`src/rtl/hia_pkg.sv`:
```
package hia_pkg;
  typedef enum logic {
    PH_LOAD = 1'b0,
    PH_ITER = 1'b1
  } phase_e;
endpackage

```
`src/rtl/hia_bit_cell.sv`:
```
module hia_bit_cell (
  input  logic load_i,
  input  logic a_i,
  input  logic b_i,
  input  logic s_prev_i,
  input  logic c_prev_i,
  output logic s_o,
  output logic g_o
);
  logic x, y;
  // per-bit selector: operands on load, feedback otherwise
  assign x   = load_i ? a_i : s_prev_i;
  assign y   = load_i ? b_i : c_prev_i;
  assign s_o = x ^ y;
  assign g_o = x & y;
endmodule

```
`src/rtl/hia_done_detect.sv`:
```
module hia_done_detect #(
  parameter int unsigned WIDTH = 16
) (
  input  logic [WIDTH-1:0] carry_i,
  input  logic             sel_i,
  input  logic             iter_i,
  output logic             done_o
);
  assign done_o = sel_i & iter_i & ~(|carry_i);
endmodule

```
`src/rtl/hia_iter_adder.sv`:
```
module hia_iter_adder
  import hia_pkg::*;
#(
  parameter int unsigned WIDTH = 16
) (
  input  logic             clk_i,
  input  logic             rst_ni,
  input  logic             sel_i,
  input  logic [WIDTH-1:0] a_i,
  input  logic [WIDTH-1:0] b_i,
  output logic [WIDTH-1:0] sum_o,
  output logic             cout_o,
  output logic             done_o
);
  localparam int unsigned MSB = WIDTH - 1;

  logic [WIDTH-1:0] s_q, c_q, s_d, g_d, c_d;
  logic             cout_q, cout_d, load;
  phase_e           ph_q;

  assign load = ~sel_i;

  for (genvar i = 0; i < WIDTH; i++) begin : g_cell
    hia_bit_cell u_cell (
      .load_i  (load),
      .a_i     (a_i[i]),
      .b_i     (b_i[i]),
      .s_prev_i(s_q[i]),
      .c_prev_i(c_q[i]),
      .s_o     (s_d[i]),
      .g_o     (g_d[i])
    );
  end

  // c_q[i] = carry pending into bit i; top carry leaves into cout
  assign c_d    = {g_d[MSB-1:0], 1'b0};
  assign cout_d = load ? g_d[MSB] : (cout_q | g_d[MSB]);

  always_ff @(posedge clk_i or negedge rst_ni) begin
    if (!rst_ni) begin
      s_q    <= '0;
      c_q    <= '0;
      cout_q <= 1'b0;
      ph_q   <= PH_LOAD;
    end else begin
      s_q    <= s_d;
      c_q    <= c_d;
      cout_q <= cout_d;
      ph_q   <= sel_i ? PH_ITER : PH_LOAD;
    end
  end

  hia_done_detect #(.WIDTH(WIDTH)) u_done (
    .carry_i(c_q),
    .sel_i  (sel_i),
    .iter_i (ph_q == PH_ITER),
    .done_o (done_o)
  );

  assign sum_o  = s_q;
  assign cout_o = cout_q;
endmodule

```
`config.mk`:
```
export PLATFORM = sky130hd
export DESIGN_NAME = hia_iter_adder
export DESIGN_NICKNAME = d
export VERILOG_FILES = /design/src/rtl/hia_pkg.sv /design/src/rtl/hia_bit_cell.sv /design/src/rtl/hia_done_detect.sv /design/src/rtl/hia_iter_adder.sv
export SDC_FILE = /design/constraint.sdc
export NUM_CORES = 1
export LEC_CHECK = 0
export ABC_AREA = 0
export BUFFER_PORTS_ARGS = -buffer_cell sky130_fd_sc_hd__buf_2
export CAP_MARGIN = 20
export CORE_UTILIZATION = 45
export DETAILED_ROUTE_END_ITERATION = 7
export PLACE_DENSITY_LB_ADDON = 0.08
export SETUP_SLACK_MARGIN = 0.15
export SLEW_MARGIN = 20
export SYNTH_ARGS = -nofsm -noshare
export SYNTH_HDL_FRONTEND = slang
export SYNTH_SLANG_ARGS = --single-unit
```
`constraint.sdc`:
```
create_clock -name clk_i -period 1.05 [get_ports clk_i]
set_input_delay 0.0525 -clock clk_i [delete_from_list [all_inputs] [get_ports clk_i]]
set_output_delay 0.0525 -clock clk_i [all_outputs]
set_load 0.01 [all_outputs]
```
Yosys cells after proc, flatten, opt, wreduce, memory -nomap -nowiden
Index checks and enable logic that the tools add are counted.
{ "totals": {"reg_bits": 33, "in_bits": 35, "out_inout_bits": 18, "word_cells": 75} }
{ "op_classes": {"n_mux": 34, "reduce_logical": 1, "bitwise": 36} }
{ "op_table": {"columns": ["cell", "count"], "rows": [
  ["$mux 1", 34],
  ["$and 1x1->1", 18],
  ["$xor 1x1->1", 16],
  ["$reduce_or 15->1", 1],
  ["$not 1->1", 1],
  ["$or 1x1->1", 1]
]} }

Logic depth before layout (Yosys ltp)
{ "depth": {"depth_word": 4, "ltp_mapped": 5, "mapped_depth_nobuf": 3} }

Modules after synthesis
Synthesis repeated with hierarchy kept, for this count alone.
{ "hier_totals": {"hier_cells": 91, "area_unflattened_um2": 1446.4} }
{ "by_module_without_submodules": {"columns": ["mod", "area_each_um2", "seq_area_each_um2", "cells_per_inst", "instances"], "rows": [
  ["hia_iter_adder", 840.8, 825.8, 36, 1],
  ["hia_bit_cell", 35.0, 0.0, 3, 16],
  ["hia_done_detect", 45.0, 0.0, 7, 1]
]} }

Worst setup path before layout
Ideal clock, no wire load.
{ "synth_path": {"path_kind": "in2reg", "start": "input port sel_i", "end": "register cout_q, in the netlist cout_o", "n_path_buf": 2, "path_stages": 5, "required_time_ns": 0.932, "setup_ns": 0.118, "t_arrival_ns": 0.960, "slack_ns": -0.028, "cell_sequence": "buf_6 clkbuf_8 mux2_2 ha_1 a21o_1"} }
{ "synth_via": {"elab_chain_len": 4, "word_cells_on_any_way": 5, "classes_between": "mux: 3; bitwise: 2"} }
{ "synth_rtl": {"columns": ["element", "line", "text"], "rows": [
  ["from (decl)", "hia_iter_adder.sv:8", "input logic sel_i,"],
  ["$mux 1, on equally long branches", "hia_bit_cell.sv:12, hia_bit_cell.sv:13", null],
  ["$and 1x1->1", "hia_bit_cell.sv:15", "assign g_o = x & y;"],
  ["$or 1x1->1", "hia_iter_adder.sv:37", "assign cout_d = load ? g_d[MSB] : (cout_q | g_d[MSB]);"],
  ["$mux 1 (*)", "hia_iter_adder.sv:37", null],
  ["net cout_d", "hia_iter_adder.sv:18", "logic cout_q, cout_d, load;"],
  ["to (signal assigned)", "hia_iter_adder.sv:48", "cout_q <= cout_d;"],
  ["to (decl)", "hia_iter_adder.sv:18", null]
]} }
Mark *: on every way through the listed nets, which the timed path passes. The rest lies on a longest branch.

Worst setup path after layout
{ "layout_path": {"start": "register c_q[6]", "end": "output port done_o"} }
{ "layout_via": {"elab_chain_len": 3} }
{ "layout_rtl": {"columns": ["element", "line", "text"], "rows": [
  ["from (decl)", "hia_iter_adder.sv:17", "logic [WIDTH-1:0] s_q, c_q, s_d, g_d, c_d;"],
  ["from (signal assigned)", "hia_iter_adder.sv:42", "c_q <= '0;"],
  ["from (signal assigned)", "hia_iter_adder.sv:47", "c_q <= c_d;"],
  ["$reduce_or 15->1", "hia_done_detect.sv:9", "assign done_o = sel_i & iter_i & ~(|carry_i);"],
  ["$not 1->1", "hia_done_detect.sv:9", null],
  ["$and 1x1->1", "hia_done_detect.sv:9", null],
  ["to (decl)", "hia_iter_adder.sv:13", "output logic done_o"]
]} }
Every way passes these cells.

==> out/metrics.yaml <==
outcome:
  outcome: "finished with violations"
  violations: "negative setup slack"
yosys:
  synth-seq-cells: 33
  synth_top_area_cell: "dfrtp_1"
  async_flop_share_pct: 100
  netlist.area_leader.share_pct: 50.9
  yosysMostFrequentCell: "dfrtp_1"
  synth_enable_flop_cells: 0
  synthFlopType: "dfrtp_1"
  synth_commonest_cells: "dfrtp_1 (33), mux2_2 (31), buf_4 (16), ha_1 (16), clkbuf_8 (3)"
  seq_area_frac_synth_pct: 50.9
  yosysWarningCount: 0
  postSynthCellCount: 108
  ys_types: 14
  syn-num-nets: 159
  synthTopCellsByArea: "dfrtp_1 (51%), mux2_2 (22%), ha_1 (12%), buf_4 (7.4%), clkbuf_8 (2.5%)"
  netlist_area_um2: 1620
  synth_area_per_cell_um2: 15.0
timing:
  setup_viol: 11
  finalHoldViolCount: 0
  rsz0062_at_grt: "true"
  post-route-period-util_pct: 149
  worst_slew_pin_slew_ps: 395
  fmax_mhz: 639
  finClkSkew_ps: 3.85
  report.final.slew_viol_count: 0
  setup_ws_ps: -516
  period_minus_slack_ps: 1570
  relSlewSlack_pct: 73.7
grt:
  grt_overflow: 0
  grt_pass1_wl_um: 4470
  grt_max_degree: 20
  grt_usage_pct: 17.3
  antenna_found_initial: 0
  grt_pass1_vias: 1006
detailed_routing:
  postRouteAntennaNets: 0
  via_per_inst: 4.83
  vias: 981
  first_iter_violations: 10
  drc: 0
  wirelength_um: 2960
  first_pass_iters: 2
  wire_per_inst_um: 14.6
layout:
  fin_cells: 203
  diodes: 0
  syn_to_final_growth_pct: 39.8
  final_nets: 207
  drive_gt1_share_pct: 73.9
  num-fill-cells: 235
placed_design:
  pre_cts_slack_ps: -185
  dp_hpwl_um: 2160
  dp_cells: 190
  place.gp.congestion: 0.639
  port_buffers: 52
die:
  start_util_pct: 47.9
  io_pins: 53
  num_rows: 21
  die_area_um2: 3850
  core_um2: 3390
  die_h_um: 62.1
  die_w_um: 62.1
power_and_ir_drop:
  vdd_drop_max_mv: 0.964
  power.density_nw_per_um2: 1570
  p_leak_nw: 1.11
  power.share.clock_pct: 18.5
  p_seq_share_pct: 47.9
  swShare_pct: 29.7
  switchingPower_mw: 1.06
  internal_power_mw: 2.50
  pwr-share-comb_pct: 33.6
critical_path:
  cpMaxStageDelayCell: "dfrtp_1"
  crit_path_max_incr_delay_ps: 420
  critPathKind: "reg -> out"
  end_kind: "output pin"
  worstPathArrival_ps: 1510
  cp_cell_sequence: "nor4_4, nand4_1, nor4_2, buf_2"
  cp-start-kind: "flop"
  cp_max_fo: 2
  worstPathRequired_ps: 1000
clock_network:
  clock_path_buffers: 2
  htreeDepth: 2
  cts_made_buffers: 5
  clock_sinks: 33
  clk_latency_ps: 330
  clock-root-buffer: "clkbuf_4"
  cts_tree: "done"
  clkTransAtPathRegs_ps: 90
job:
  maxCapViolCount: 0
hold_path:
  holdCritPathClass: "in -> reg"
critical path, delay by kind of cell, from the launching register on:
family,cells,cell delay [ps]
simple gates,3,600
flops,1,420
buf+inv,1,160
worst paths after layout:
path,from,depth (start not counted),to,slack [ps]
max reg2reg,c_q[6],3,sum_o[6],-100
min,sel_i,2,ph_q,70
max,c_q[6],4,done_o,-520
min reg2reg,cout_o,1,cout_o,520
max in group asynchronous,rst_ni,3,c_q[10],460
min in group asynchronous,rst_ni,2,sum_o[6],170
cells in the final DEF (no fill, tap or decap), types with 2 or more instances in the layout:
cell type,n
clkbuf_4,5
ha_4,16
buf_4,2
clkbuf_1,3
buf_6,4
mux2_4,28
mux2_2,3
buf_2,51
dfrtp_1,33
buf_12,3
registers in the layout, indices dropped and copies added (netlist names):
register  count
cout_o        1
sum_o        16
c_q          15
ph_q          1
metrics by stage:
step | hold WS, ps | power (mW) | utilization (%) | cell area [µm²] | setup TNS (ps)
2_1_floorplan | -243 | 2.65 | - | 1930 | -3.54
3_3_place_gp | -2.87 | 2.76 | 61.9 | 2100 | -488
3_5_place_dp | -3.10 | 2.83 | 61.9 | 2100 | -883
4_1_cts | 62.1 | 3.57 | 66.0 | 2240 | -935
5_1_grt | 57.9 | 3.84 | 66.9 | 2270 | -1510
6_report | 73.5 | 3.56 | 66.9 | 2270 | -1070
layout make-up:
cell class / count / area (µm²) / share of cell area, %
tap: 46 / 57.6 / 2.54
sequential: 33 / 826 / 36.4
multi-input combinational: 55 / 951 / 41.9
clock buffer: 8 / 48.8 / 2.15
timing repair buffer: 61 / 385 / 17.0
power groups by stage:
| stage | Combinational, mW | Sequential [mW] | Clock (mW) |
|---|---|---|---|
| 3_3_place_gp | 1.07 | 1.69 | 0 |
| 3_5_place_dp | 1.11 | 1.72 | 0 |
| 5_1_grt | 1.35 | 1.74 | 0.746 |
| 6_report | 1.20 | 1.70 | 0.658 |
| 2_1_floorplan | 0.973 | 1.68 | 0 |
| 4_1_cts | 1.19 | 1.70 | 0.690 |
layer usage:
metal  vias to the layer above  share of wire (%)  track usage (%)
met2                        39                 49             28.3
met1                       473                 40             19.7
met3                         9                7.3             6.83
met5                         -                  0                0
li1                        460                  -                -
met4                         0                2.9             8.89
what timing repair did:
item	4_1_cts	5_1_grt
hold buffers	1	0
endpoints found under the setup margin	50	50
pin swaps	3	2
resized for setup	12	4
endpoints found under the hold margin	33	0
setup buffers	3	1
logic make-up after synthesis:
logic type / synth area share, %
adders and majority gates: 12.3
and+or+nand+nor: 4.16
DFF: 50.9
buffers and inverters: 10.6
muxes: 21.5
AOI/OAI and AO/OA: 0.463
No activity file was read; power rests on OpenSTA's default activity.
